### src/rtl/wbb_pkg.sv
`timescale 1ns/1ps
package wbb_pkg;

    localparam int unsigned ADDR_W     = 32;
    localparam int unsigned NARROW_W   = 32;
    localparam int unsigned WIDE_W     = 64;
    localparam int unsigned NSEL_W     = NARROW_W / 8;
    localparam int unsigned WSEL_W     = WIDE_W / 8;
    localparam int unsigned LANES      = WIDE_W / NARROW_W;
    localparam int unsigned LANE_W     = (LANES > 1) ? $clog2(LANES) : 1;
    localparam int unsigned LANE_LSB   = $clog2(NSEL_W);
    localparam int unsigned WIDE_OFF_W = $clog2(WSEL_W);

    typedef logic [LANE_W-1:0] lane_t;

    typedef enum logic [1:0] {
        ST_IDLE  = 2'd0,
        ST_ISSUE = 2'd1,
        ST_WAIT  = 2'd2,
        ST_RESP  = 2'd3
    } xfer_state_e;

    typedef struct packed {
        logic [ADDR_W-1:0]   adr;
        logic                we;
        logic [NARROW_W-1:0] dat;
        logic [NSEL_W-1:0]   sel;
    } narrow_req_t;

    typedef struct packed {
        logic [ADDR_W-1:0] adr;
        logic              we;
        logic [WIDE_W-1:0] dat;
        logic [WSEL_W-1:0] sel;
        lane_t             lane;
    } wide_req_t;

    // Which narrow half of the wide word a byte address falls in.
    function automatic lane_t lane_of(input logic [ADDR_W-1:0] a);
        return a[LANE_LSB +: LANE_W];
    endfunction

    // Byte address rounded down to a wide-word boundary.
    function automatic logic [ADDR_W-1:0] align_wide(input logic [ADDR_W-1:0] a);
        logic [ADDR_W-1:0] m;
        m = '1;
        m[WIDE_OFF_W-1:0] = '0;
        return a & m;
    endfunction

endpackage

### src/rtl/wbb_lane_steer.sv
`timescale 1ns/1ps
module wbb_lane_steer
    import wbb_pkg::*;
(
    input  narrow_req_t nreq,
    output wide_req_t   wreq
);

    lane_t             lane;
    logic [WIDE_W-1:0] dat_rep;
    logic [WSEL_W-1:0] sel_pos;

    assign lane = lane_of(nreq.adr);

    // Data goes to every lane; selects only to the addressed one.
    for (genvar g = 0; g < LANES; g++) begin : g_lane
        assign dat_rep[g*NARROW_W +: NARROW_W] = nreq.dat;
        assign sel_pos[g*NSEL_W +: NSEL_W]     = (lane == lane_t'(g)) ? nreq.sel : '0;
    end

    always_comb begin
        wreq.adr  = align_wide(nreq.adr);
        wreq.we   = nreq.we;
        wreq.dat  = dat_rep;
        wreq.sel  = sel_pos;
        wreq.lane = lane;
    end

endmodule

### src/rtl/wbb_lane_pick.sv
`timescale 1ns/1ps
module wbb_lane_pick
    import wbb_pkg::*;
(
    input  logic [WIDE_W-1:0]   wide,
    input  lane_t               lane,
    output logic [NARROW_W-1:0] narrow
);

    logic [NARROW_W-1:0] parts [LANES];

    for (genvar g = 0; g < LANES; g++) begin : g_part
        assign parts[g] = wide[g*NARROW_W +: NARROW_W];
    end

    always_comb narrow = parts[lane];

endmodule

### src/rtl/wbb_req_ctrl.sv
`timescale 1ns/1ps
module wbb_req_ctrl
    import wbb_pkg::*;
(
    input  logic      clk,
    input  logic      rst,
    input  logic      n_cyc,
    input  logic      n_stb,
    input  wide_req_t wreq_in,
    input  logic      w_stall,
    input  logic      w_ack,
    output logic      w_cyc,
    output logic      w_stb,
    output wide_req_t req_q,
    output logic      ack_window
);

    xfer_state_e state;

    always_ff @(posedge clk) begin
        if (rst) begin
            state <= ST_IDLE;
            req_q <= '0;
        end else begin
            case (state)
                ST_IDLE: begin
                    if (n_cyc && n_stb) begin
                        req_q <= wreq_in;
                        state <= ST_ISSUE;
                    end
                end
                ST_ISSUE: begin
                    if (!w_stall) state <= w_ack ? ST_RESP : ST_WAIT;
                end
                ST_WAIT: begin
                    if (w_ack) state <= ST_RESP;
                end
                ST_RESP: state <= ST_IDLE;
                default: state <= ST_IDLE;
            endcase
        end
    end

    assign w_stb      = (state == ST_ISSUE);
    assign w_cyc      = (state == ST_ISSUE) || (state == ST_WAIT);
    assign ack_window = ((state == ST_ISSUE) && !w_stall) || (state == ST_WAIT);

    // an accepted strobe is withdrawn on the next cycle
    p_stb_drop_r2: assert property (@(posedge clk) disable iff (rst)
        (w_stb && !w_stall) |=> !w_stb)
        else $error("strobe held after acceptance");

    // a stalled strobe stays up with the same request
    p_stb_hold_r2: assert property (@(posedge clk) disable iff (rst)
        (w_stb && w_stall) |=> (w_stb && $stable(req_q)))
        else $error("stalled strobe not held");

    // strobe only inside a cycle
    p_stb_in_cyc_r3: assert property (@(posedge clk) disable iff (rst)
        w_stb |-> w_cyc)
        else $error("strobe outside cycle");

endmodule

### src/rtl/wbb_rsp_stage.sv
`timescale 1ns/1ps
module wbb_rsp_stage
    import wbb_pkg::*;
(
    input  logic                clk,
    input  logic                rst,
    input  logic                ack_window,
    input  logic                w_ack,
    input  logic [WIDE_W-1:0]   w_dat_r,
    input  lane_t               lane,
    output logic                n_ack,
    output logic [NARROW_W-1:0] n_dat_r
);

    logic [NARROW_W-1:0] picked;

    wbb_lane_pick u_pick (
        .wide   (w_dat_r),
        .lane   (lane),
        .narrow (picked)
    );

    always_ff @(posedge clk) begin
        if (rst) begin
            n_ack   <= 1'b0;
            n_dat_r <= '0;
        end else begin
            n_ack <= ack_window && w_ack;
            if (ack_window && w_ack) n_dat_r <= picked;
        end
    end

    // the master acknowledge is a single-cycle pulse
    p_ack_pulse_r7: assert property (@(posedge clk) disable iff (rst)
        n_ack |=> !n_ack)
        else $error("master ack longer than one cycle");

endmodule

### src/rtl/wbb_narrow_bridge.sv
`timescale 1ns/1ps
module wbb_narrow_bridge
    import wbb_pkg::*;
(
    input  logic                clk,
    input  logic                rst,
    input  logic                n_cyc,
    input  logic                n_stb,
    input  logic                n_we,
    input  logic [ADDR_W-1:0]   n_adr,
    input  logic [NARROW_W-1:0] n_dat_w,
    input  logic [NSEL_W-1:0]   n_sel,
    output logic [NARROW_W-1:0] n_dat_r,
    output logic                n_ack,
    output logic                w_cyc,
    output logic                w_stb,
    output logic                w_we,
    output logic [ADDR_W-1:0]   w_adr,
    output logic [WIDE_W-1:0]   w_dat_w,
    output logic [WSEL_W-1:0]   w_sel,
    input  logic [WIDE_W-1:0]   w_dat_r,
    input  logic                w_ack,
    input  logic                w_stall
);

    narrow_req_t nreq;
    wide_req_t   wreq;
    wide_req_t   req_q;
    logic        ack_window;

    always_comb begin
        nreq.adr = n_adr;
        nreq.we  = n_we;
        nreq.dat = n_dat_w;
        nreq.sel = n_sel;
    end

    wbb_lane_steer u_steer (
        .nreq (nreq),
        .wreq (wreq)
    );

    wbb_req_ctrl u_req (
        .clk        (clk),
        .rst        (rst),
        .n_cyc      (n_cyc),
        .n_stb      (n_stb),
        .wreq_in    (wreq),
        .w_stall    (w_stall),
        .w_ack      (w_ack),
        .w_cyc      (w_cyc),
        .w_stb      (w_stb),
        .req_q      (req_q),
        .ack_window (ack_window)
    );

    wbb_rsp_stage u_rsp (
        .clk        (clk),
        .rst        (rst),
        .ack_window (ack_window),
        .w_ack      (w_ack),
        .w_dat_r    (w_dat_r),
        .lane       (req_q.lane),
        .n_ack      (n_ack),
        .n_dat_r    (n_dat_r)
    );

    assign w_we    = req_q.we;
    assign w_adr   = req_q.adr;
    assign w_dat_w = req_q.dat;
    assign w_sel   = req_q.sel;

    // every master ack is caused by a slave ack one cycle earlier
    p_ack_cause_r7: assert property (@(posedge clk) disable iff (rst)
        n_ack |-> $past(w_ack))
        else $error("master ack without slave ack");

    // the wide side is closed while and just after the master is acked
    p_quiet_after_ack_r9: assert property (@(posedge clk) disable iff (rst)
        n_ack |-> (!w_cyc ##1 !w_cyc))
        else $error("wide cycle open around master ack");

endmodule

### config.mk
export PLATFORM = sky130hd
export DESIGN_NAME = wbb_narrow_bridge
export DESIGN_NICKNAME = d
export VERILOG_FILES = /design/src/rtl/wbb_pkg.sv /design/src/rtl/wbb_lane_steer.sv /design/src/rtl/wbb_lane_pick.sv /design/src/rtl/wbb_req_ctrl.sv /design/src/rtl/wbb_rsp_stage.sv /design/src/rtl/wbb_narrow_bridge.sv
export SDC_FILE = /design/constraint.sdc
export NUM_CORES = 1
export LEC_CHECK = 0
export ABC_AREA = 1
export BUFFER_PORTS_ARGS = -buffer_cell sky130_fd_sc_hd__buf_2
export CAP_MARGIN = 20
export CORE_MARGIN = 3
export CORE_UTILIZATION = 40
export DETAILED_ROUTE_END_ITERATION = 7
export PLACE_DENSITY = 0.75
export REMOVE_ABC_BUFFERS = 1
export SKIP_CTS_REPAIR_TIMING = 1
export SKIP_LAST_GASP = 1
export SYNTH_ARGS = -nofsm -noshare
export SYNTH_HDL_FRONTEND = slang
export SYNTH_SLANG_ARGS = --single-unit
### constraint.sdc
create_clock -name clk -period 4.17 [get_ports clk]
set_input_delay 0.2085 -clock clk [delete_from_list [all_inputs] [get_ports clk]]
set_output_delay 0.2085 -clock clk [all_outputs]
set_load 0.02 [all_outputs]
=== After elaboration in Yosys (flattened, before gate mapping) ===
Cells that the tools add are included.

* Bits of input ports: 139
* Output and inout bits: 140
* Register bits: 138
* Word-level logic and storage cells: 35

* Reductions and logical operators: 9
* Magnitude comparators: 1
* Muxes and demuxes: 10
* Bitwise gates (word level): 1
* Equality and inequality tests: 6

{| class="wikitable"
|+ Operator list
! operator !! number
|-
| 32-bit two-way mux || 3
|-
| 4-bit two-way mux || 2
|-
| 2-bit case mux with 4 select lines || 1
|-
| 2-bit two-way mux || 3
|-
| 2-bit == test, second input constant || 2
|-
| 2-bit != test, second input constant || 2
|-
| 1-bit logical AND || 3
|-
| 3-bit AND reduction || 1
|-
| 2-bit by 1-bit == test with 1-bit output, second input constant || 1
|-
| 2-bit >= comparator, second input constant || 1
|-
| 2-bit zero test || 1
|-
| 1-bit logical OR || 2
|-
| 2-bit by 1-bit != test with 1-bit output, second input constant || 1
|-
| 1-bit NOT with 2-bit output || 1
|-
| 2-bit AND reduction || 1
|-
| 1-bit zero test || 1
|-
| 1-bit two-way mux || 1
|}

=== Longest topological paths before layout ===
Gate-level depths: netlist (run 1).

* Depth in word-level cells: 4
* Depth in mapped cells: 10

=== By module ===
Synthesis (run 1) repeated with hierarchy kept, for this count alone.

* Cells, all modules: 914
* Area, all modules: 6,718.9 um^2

{| class="wikitable"
|+ By module, submodules not included
! module !! times used !! area an instance (um^2) !! cells each !! sequential area each (um^2)
|-
| wbb_req_ctrl || 1 || 4,067.7 || 488 || 2,162.1
|-
| wbb_rsp_stage || 1 || 1,348.8 || 206 || 660.6
|-
| wbb_lane_steer || 1 || 810.8 || 116 || 0.0
|-
| wbb_lane_pick || 1 || 491.7 || 104 || 0.0
|}

=== Least setup slack after synthesis (run 1) ===
No wires, ideal clock.

* Path type: register -> register
* From: register u_req.state[1]
* To: register u_rsp.n_dat_r[10]
* Required time: 4,057 ps
* Setup time: 113 ps
* Path slack: 2,700 ps
* Arrival time: 1,357 ps
* Stages on the path, launching flop included: 11
* Path buffers: 2
* Cell sequence: dfxtp_1 > inv_1 > ha_1 > nand2_1 > nand2_1 > nand2_1 > buf_2 > buf_2 > nand2_1 > nand2_1 > nor2_1

* Longest elaborated chain between the ends: 4
* Elaborated cells between the ends (all ways): 5
* Those cells by class: 2 x eq/ne; 3 x reduce/logical

{| class="wikitable"
|+ Ends and longest elaborated chain
! item !! line !! text
|-
| start: declaration || wbb_req_ctrl.sv:18 || <nowiki>xfer_state_e state;</nowiki>
|-
| start signal: assignment || wbb_req_ctrl.sv:33 || <nowiki>if (!w_stall) state <= w_ack ? ST_RESP : ST_WAIT;</nowiki>
|-
| 2-bit by 1-bit == test with 1-bit output || - ||
|-
| net w_stb || wbb_narrow_bridge.sv:16 || <nowiki>output logic w_stb,</nowiki>
|-
| 1-bit logical AND || wbb_req_ctrl.sv:46 || <nowiki>assign ack_window = ((state == ST_ISSUE) && !w_stall) || (state == ST_WAIT);</nowiki>
|-
| 1-bit logical OR || wbb_req_ctrl.sv:46 ||
|-
| 1-bit logical AND || wbb_rsp_stage.sv:29 || <nowiki>if (ack_window && w_ack) n_dat_r <= picked;</nowiki>
|-
| end signal: assignment || wbb_rsp_stage.sv:29 ||
|-
| end: declaration || wbb_rsp_stage.sv:12 || <nowiki>output logic [NARROW_W-1:0] n_dat_r</nowiki>
|}

The timed path passes the listed nets, and every way through them passes these cells.
A chain may end at the register's enable or synchronous reset.

=== Worst setup path in the final report (run 1) ===
* From: register u_req.state[0]
* To: register, netlist name u_req.req_q[2]

* Longest elaborated chain between the ends: 2

{| class="wikitable"
|+ Ends and longest elaborated chain
! item !! line !! text
|-
| 2-bit zero test || wbb_req_ctrl.sv:25 || <nowiki>case (state)</nowiki>
|-
| 2-bit AND reduction (no source line) || - ||
|}

Every way passes these cells.

==> results of run 1 <==
[metrics by stage]
stage | util, % | instance area, um^2 | cells
floorplan | - | 4210 | 613
global placement | 51.9 | 5770 | 1028
detailed placement | 51.9 | 5770 | 1028
CTS | 54.5 | 6060 | 1044
global route | 54.8 | 6100 | 1046
finish | 54.8 | 6100 | 1046
[worst register-to-register path: cells and delay by family, from the launching register on]
family | cells | cell delay (ns)
buffers and inverters | 3 | 0.76
AND/OR/NAND/NOR | 2 | 0.57
flip-flops | 1 | 0.34
AO/OA/AOI/OAI | 1 | 0.14
adder cells (fa/ha/maj) | 1 | 0.20
[state kept, by name (all words and copies together) (netlist names)]
signal	cells
u_req.req_q	71
u_rsp.n_ack	1
u_rsp.n_dat_r	32
u_req.state	2
[worst max-delay path by stage]
stage | to | slack, ns | start
after floorplan | u_req.req_q[1] | 1.56 | u_req.state[0]
after global placement | u_req.req_q[1] | 1.61 | u_req.state[0]
after detailed placement | u_req.req_q[1] | 1.61 | u_req.state[0]
after CTS | u_req.req_q[1] | 1.59 | u_req.state[0]
after global routing | u_req.req_q[3] | 1.81 | u_req.state[0]
final | u_req.req_q[2] | 2.07 | u_req.state[0]
[metal layers]
metal | wire length, um | GRT usage [%]
met5 | 11 | 0
met4 | 33 | 2.85
met3 | 1500 | 8.28
met2 | 5740 | 30.0
met1 | 5300 | 21.9
[power breakdown]
part	switching [W]	internal [W]	leakage [nW]
clock	0.000394	0.000420	0.141
sequential	0.000100	0.00118	0.864
combinational	0.000753	0.000385	2.32
total	0.00125	0.00198	3.33
[cell usage after synthesis (all sizes together)]
master    n
clkinv    1
dfxtp   106
conb      1
o21ai    32
nand2   245
clkbuf   18
a21oi    72
buf      56
inv      72
nand3     7
nor2     70
ha        5
[cell type report]
cell class	count	area, um^2	share of cell area [%]
sequential	106	2120	34.8
tap	140	175	2.87
inverter	73	274	4.49
clock buffer	10	229	3.75
timing repair buffer	277	1420	23.3
multi-input combinational	434	1820	29.8
clock inverter	6	57.6	0.944
[logic make-up after synthesis]
logic type	share of synthesized area, %
AND/OR/NAND/NOR	26.2
buffers and inverters	15.7
flip-flops	45.5
AO/OA/AOI/OAI	11.2
adder cells (fa/ha/maj)	1.34
other	0.0804
==> out/results.ini, run 1 <==
[timing]
setup-tns-final_ns=0
holdWs_ns=0.109
finalSetupViolations=0
max-slew-margin-rel_pct=35.9
period_minus_slack_ns=2.10
rsz0062_at_grt=no
drv_slew=0
clock.fmax_ghz=0.476
worst_pin_slew_ns=0.962
period_share_pct=50.4
final_hold_viol_count=0
setup_slack_ns=2.07
clock_skew_ns=0.00932

[finish]
fill_cells=1136
drive_gt1_share_pct=32.7
diodes=0
syn_to_final_growth_pct=30.8
final_common_cell=buf_2
most-common-layout-cells=273 x buf_2, 244 x nand2_1, 105 x dfxtp_1, 72 x a21oi_1, 71 x inv_1
finalNetCount=1045

[critical_path]
r2r_cells=7
worstPathArrival_ns=2.36
cp_num_cells=7
max_stage_delay_ns=0.42
path_buf_inv=3
crit_chain=inv_1 > ha_1 > nand3_2 > inv_2 > buf_12 > nand3_1 > a21oi_1
crit_path_top_delay_cell=nand3_2
critPathTopFamily=buffers and inverters
r2r-start=u_req.state[0]
path_class=reg2reg
crit_required_ns=4.43
r2r_end=u_req.req_q[2]
crit_fanout=60
worst-r2r-setup-slack_ns=2.07
cp-start-kind=flop
end_kind=flop

[placement]
place_congestion=0.782
dp_slack_ns=1.61
post-dp-hpwl_mm=9.18
io_buffers=273

[clock_network]
clkLatencyLatePin_ns=0.33
cts_buffer_depth=2
htree_levels=3
clock-root-buffer=clkbuf_16
clkTransAtPathRegs_ns=0.08
cts_tree=built
cts_made_buffers=9
cts_sinks=106

[global_routing]
grtUsageTotal_pct=18.1
overflow=0
grt_pass1_vias=4010
grt_first_pass_wirelength_mm=19.2
grt_max_degree=73
antenna_found_initial=1

[worst_hold_path]
hp-start=n_adr[30]
hold_depth=3
hold_end=u_req.req_q[104]
min_path_type=in2reg

[die]
die_h_um=114
core_area_mm2=0.0111
floorplan.io_pins=279
rows=38
initial_utilization_pct=41.9
die_area_mm2=0.0130
die_w_um=114

[yosys]
yosys.area.top_type_share_pct=45.5
synth.distinct_cells=17
netlist_top_cells_area=dfxtp_1 45%, nand2_1 20%, a21oi_1 7.7%, buf_4 5.8%, inv_1 5.7%
yosysWarnings=0
syn_avg_cell_area_um2=6.81
ys_ff_latch=106
yosys.area.top_type=dfxtp_1
netlist_area_mm2=0.00466
yosysSeqAreaShare_pct=45.5
synthCells=685

[drt]
wirelength_mm=12.6
vias=4617
drcViolationCount=0
dr.first_iter.drc_count=254
viasPerCell=4.41
avgRoutedWirePerCell_um=12.0
drtAntennaViolNets=0
firstDrtPassIters=4

[job]
cap_viol_max_count=0

[pwr]
power_density_mw_per_mm2=529
p_leak_nw=3.33
power.total_w=0.00323
ir_drop_mv=0.329

[outcome]
status=complete, no violations

(Power assumes the default switching activity.)
==> run 2, diff against run 1 <==
==> constraint.sdc (replaced) <==
create_clock -name clk -period 2.15 [get_ports clk]
set_input_delay 0.1075 -clock clk [delete_from_list [all_inputs] [get_ports clk]]
set_output_delay 0.1075 -clock clk [all_outputs]
set_load 0.02 [all_outputs]
==> run 2 against run 1 <==
Against the previous run:
- die area unchanged
- final area rose by 2.2%
- non-clock buffer count up 11
- largest cell class unchanged
- highest routed layer unchanged
==> out/results.ini, run 2 (synthesized netlist as in run 1, its figures left out) <==
[outcome]
status=complete, no violations

[critical_path]
r2r-start=u_req.state[0]
critPathTopFamily=buffers and inverters
max_stage_delay_ns=0.40
r2r_end=u_req.req_q[103]
worstPathArrival_ns=1.93
crit_required_ns=2.41
crit_end=u_req.req_q[103]
crit_chain=inv_1 > ha_1 > nand3_2 > buf_4 > nand2_1 > a21oi_1
worst-r2r-setup-slack_ns=0.49
cp-startpoint=u_req.state[0]
path_buf_inv=2
crit_path_top_delay_cell=buf_4
cp_num_cells=6
r2r_cells=6
end_kind=flop
cp-start-kind=flop
crit_fanout=44
path_class=reg2reg

[clock_network]
htree_levels=3
cts_sinks=106
cts_tree=built
clock-root-buffer=clkbuf_16
clkLatencyLatePin_ns=0.34
cts_buffer_depth=2
cts_made_buffers=9
clkTransAtPathRegs_ns=0.08

[finish]
largest_reg_flops=71
diodes=0
seqCellArea_mm2=0.00212
top_register=u_req.req_q
fill_cells=1097
syn_to_final_growth_pct=33.7
most-common-layout-cells=273 x buf_2, 244 x nand2_1, 105 x dfxtp_1, 72 x a21oi_1, 71 x inv_1
top_regs=u_req.req_q: 71 flops, u_rsp.n_dat_r: 32 flops, u_req.state: 2 flops
fin_cells=1057
drive_gt1_share_pct=32.7
multi_input_area_mm2=0.00182
finalNetCount=1056
final_common_cell=buf_2
fin_area_mm2=0.00624

[die]
initial_utilization_pct=41.9
floorplan.io_pins=279
core_area_mm2=0.0111
die_h_um=114
die_w_um=114
rows=38
die_area_mm2=0.0130

[pwr]
ir_drop_mv=0.545
p_leak_nw=3.38
power.total_w=0.00634
power_density_mw_per_mm2=1020

[global_routing]
grtUsageTotal_pct=18.5
grt_max_degree=73
antenna_found_initial=1
grt_pass1_vias=4234
overflow=0
grt_first_pass_wirelength_mm=19.7

[placement]
post-dp-hpwl_mm=9.46
io_buffers=273
place_congestion=0.784
placedCellCount=1033
placed_area_mm2=0.00586

[timing]
clock.fmax_ghz=0.601
holdWs_ns=0.00116
finalSetupViolations=0
period_minus_slack_ns=1.66
worst_pin_slew_ns=0.916
final_hold_viol_count=0
setup-tns-final_ns=0
rsz0062_at_grt=no
period_share_pct=77.4
max-slew-margin-rel_pct=38.5
drv_slew=0
clock_skew_ns=0.00670

[drt]
firstDrtPassIters=5
vias=4647
drtAntennaViolNets=0
drcViolationCount=0
dr.first_iter.drc_count=255
viasPerCell=4.40
avgRoutedWirePerCell_um=12.2
wirelength_mm=12.8

[worst_hold_path]
hp-start=n_dat_w[0]
min_path_type=in2reg

[job]
cap_viol_max_count=0

run 2: where the power goes:
| group | internal (W) | switching [W] |
|---|---|---|
| Combinational | 0.000783 | 0.00150 |
| Sequential | 0.00228 | 0.000171 |
| Clock | 0.000843 | 0.000766 |
| Total | 0.00391 | 0.00243 |
run 2: worst min path at each step:
stage | endpoint | slack (ns) | cells past startpoint
after floorplan | u_req.req_q[0] | 0.18 | 1
after global placement | u_req.req_q[91] | 0.36 | 3
after detailed placement | u_req.req_q[80] | 0.36 | 3
after CTS | u_req.req_q[80] | -0.02 | 3
after global routing | u_req.req_q[88] | 0.0006 | 3
final | u_req.req_q[41] | 0.001 | 3
run 2: area by class of cell:
cell class                 count  area share (%)
multi-input combinational    434            29.2
sequential                   106            34.0
clock inverter                 6           0.903
timing repair buffer         288            24.8
inverter                      73            4.39
tap                          140            2.81
clock buffer                  10            3.83
run 2: routing by layer:
metal,routed length [um],GRT usage (%)
met5,13,0
met4,186,5.30
met3,1530,8.28
met2,5960,31.5
met1,5160,21.0
run 2: through the flow:
step	worst slack [ns]	util (%)
finish	0.486	56.1
global route	0.364	56.1
CTS	0.549	55.3
detailed placement	0.546	52.7
global placement	0.605	52.7
floorplan	-0.457	-
run 2: tightest hold or removal path, stage by stage:
cell and delay, ns:
buf_2 0.09, nand2_1 0.05, a21oi_1 0.05
==> run 3, diff against run 2 <==
--- a/config.mk
+++ b/config.mk
@@ -5,13 +5,13 @@
 export SDC_FILE = /design/constraint.sdc
 export NUM_CORES = 1
 export LEC_CHECK = 0
-export ABC_AREA = 1
+export ABC_AREA = 0
 export BUFFER_PORTS_ARGS = -buffer_cell sky130_fd_sc_hd__buf_2
 export CAP_MARGIN = 20
 export CORE_MARGIN = 3
 export CORE_UTILIZATION = 40
 export DETAILED_ROUTE_END_ITERATION = 7
-export PLACE_DENSITY = 0.75
+export PLACE_DENSITY = 0.76
 export REMOVE_ABC_BUFFERS = 1
 export SKIP_CTS_REPAIR_TIMING = 1
 export SKIP_LAST_GASP = 1
==> constraint.sdc (replaced) <==
create_clock -name clk -period 1.49 [get_ports clk]
set_input_delay 0.0745 -clock clk [delete_from_list [all_inputs] [get_ports clk]]
set_output_delay 0.0745 -clock clk [all_outputs]
set_load 0.02 [all_outputs]
==> run 3 against run 2 <==
Against the previous run:
- the flow now finishes with violations (hold timing)
- non-clock buffer count increased by 74
- first-iteration DRC count rose by 28%
- combinational power is 81% higher
- count of clock-buffer cells in the layout is the same
- core utilization up 5.1 points
- cell count decreased by 3.4%
- die area is 8.8% higher
- sequential cell count unchanged
- via count is 7.1% higher
- worst hold slack lost 0.017 ns
- total power up 60%
- global-route usage is 0.39 points higher
==> out/results.ini, run 3 <==
[timing]
setup-tns-final_ns=0
setup_slack_ns=0.00919
period_share_pct=99.4
clock.fmax_ghz=0.675
rsz0062_at_grt=yes
holdWs_ns=-0.0155
final_hold_viol_count=2
clock_skew_ns=0.00787
drv_slew=0
finalSetupViolations=0
period_minus_slack_ns=1.48

[global_routing]
grt_max_degree=47
antenna_found_initial=0
overflow=0
grt_first_pass_wirelength_mm=21.9
grt_pass1_vias=4425
grtUsageTotal_pct=18.9

[critical_path]
end_kind=flop
r2r_end=u_req.req_q[101]
worst-r2r-setup-slack_ns=0.009
max_stage_delay_ns=0.33
path_buf_inv=2
crit_fanout=8
r2r_cells=6
crit_chain=inv_1 > ha_2 > and3_4 > buf_4 > nand2_1 > a21oi_1
cp-start-kind=flop
r2r-start=u_req.state[1]
worstPathArrival_ns=1.74
crit_required_ns=1.75
path_class=reg2reg
critPathTopFamily=simple AND/OR/NAND/NOR gates
crit_path_top_delay_cell=dfxtp_1

[drt]
wirelength_mm=16.1
drcViolationCount=0
viasPerCell=4.87
dr.first_iter.drc_count=326
firstDrtPassIters=4
vias=4975
avgRoutedWirePerCell_um=15.8
drtAntennaViolNets=0

[worst_hold_path]
hold_depth=3
hp-start=n_dat_w[3]
min_path_type=in2reg
hold_end=u_req.req_q[44]

[yosys]
yosys-mux-area-fraction_pct=9.20
synth_edf_count=0
synth_top_family_by_area=compound AO/OA/AOI/OAI gates
yosys.area.top_type=dfxtp_1
yosysSeqAreaShare_pct=41.6
synth_compound_area_share_pct=23.2
synth_adder_area_share_pct=1.23
netlist_area_mm2=0.00510
synth_xor_area_share_pct=0
synthFlopType=dfxtp_1
synthTopCellsByCount=135 x nand2_1, 106 x dfxtp_1, 73 x a21oi_1
syn_avg_cell_area_um2=9.24
yosysMostFrequentCell=nand2_1
yosys.area_share.simple_pct=11.9
yosysWarnings=0
ys_ff_latch=106
yosys.area.top_type_share_pct=41.6
postSynth.asyncResetShare_pct=0
synth.distinct_cells=28
synthCells=552
netlist_top_cells_area=dfxtp_1 42%, a211oi_2 14%, nand2_1 9.9%, mux2_4 8.5%, a21oi_1 7.2%

[pwr]
power.total_w=0.0102
internal-power_w=0.00638
swShare_pct=37.1
seq_power_share_pct=35.4
pwr-share-clk_pct=24.0
ir_drop_mv=0.663
power_density_mw_per_mm2=1360
p_leak_nw=3.40
p_comb_share_pct=40.7
power.switching_w=0.00377

[placement]
io_buffers=273
dp_slack_ns=-0.0229
post-dp-hpwl_mm=10.6
place_congestion=0.770

[die]
die_h_um=119
die_w_um=119
rows=40
floorplan.io_pins=279
die_area_mm2=0.0141
core_area_mm2=0.0122
initial_utilization_pct=41.8

[clock_network]
clkLatencyLatePin_ns=0.35
htree_levels=3
clkTransAtPathRegs_ns=0.07
cts_buffer_depth=2
cts_sinks=106
cts_tree=built
cts_made_buffers=9
clock-root-buffer=clkbuf_16

[finish]
finalNetCount=992
top_regs=u_req.req_q: 71 flops, u_rsp.n_dat_r: 32 flops, u_req.state: 2 flops
most-common-layout-cells=272 x buf_2, 135 x nand2_1, 105 x dfxtp_1, 73 x a21oi_1, 60 x a211oi_2
postLayoutCoreUtil_pct=61.2
top_register=u_req.req_q
final_common_cell=buf_2
drive_gt1_share_pct=49.1
largest_reg_flops=71
diodes=0
syn_to_final_growth_pct=46.4

[job]
cap_viol_max_count=0

[outcome]
status=finished, violations left
violations=hold timing

[run 3: cell type report]
type,count,area [um^2]
clock buffer,10,239
inverter,36,135
tap,168,210
fill,962,4740
multi-input combinational,333,2370
clock inverter,6,66.3
sequential,106,2120
timing repair buffer,362,2320
[run 3: metrics by stage]
stage / instances / instance area, um^2
detailed placement: 945 / 6510
global route: 1021 / 7470
finish: 1021 / 7470
floorplan: 475 / 4590
CTS: 961 / 6820
global placement: 945 / 6510
[run 3: cell families (layout without fill, tap and decap cells)]
logic type / count (synthesis) / in the layout
other: 1 / 3
adder cells (fa/ha/maj): 5 / 5
AND/OR/NAND/NOR: 151 / 151
AO/OA/AOI/OAI: 142 / 142
multiplexers: 32 / 32
flip-flops: 106 / 106
buffers and inverters: 115 / 414
[run 3: how the worst max path moves through the flow]
stage / from / to / slack [ns] / cells after the start
after floorplan: u_req.state[0] / u_req.req_q[0] / -0.81 / 5
after global placement: u_req.state[0] / u_req.req_q[7] / 0.03 / 6
after detailed placement: u_req.state[0] / u_req.req_q[100] / -0.02 / 6
after CTS: u_req.state[0] / u_req.req_q[100] / -0.05 / 6
after global routing: u_req.state[1] / u_req.req_q[101] / -0.1 / 6
final: u_req.state[1] / u_req.req_q[101] / 0.009 / 6
[run 3: tightest hold or removal path, cell delays in order]
cell and delay [ns]:
buf_2 0.10, nand2_1 0.05, a21oi_1 0.06
[run 3: metal layers]
layer / global-route usage (%) / wire [um]
met4: 7.10 / 413
met3: 5.03 / 1360
met2: 33.7 / 8210
met1: 21.6 / 6150
met5: 0 / 0
[run 3: power groups by stage]
stage                     sequential [W]  combinational [W]  clock (W)
after floorplan                  0.00434            0.00162          0
after global placement           0.00362            0.00386          0
after detailed placement         0.00364            0.00391          0
after CTS                        0.00358            0.00392    0.00249
after global routing             0.00365            0.00444    0.00260
final                            0.00359            0.00413    0.00243
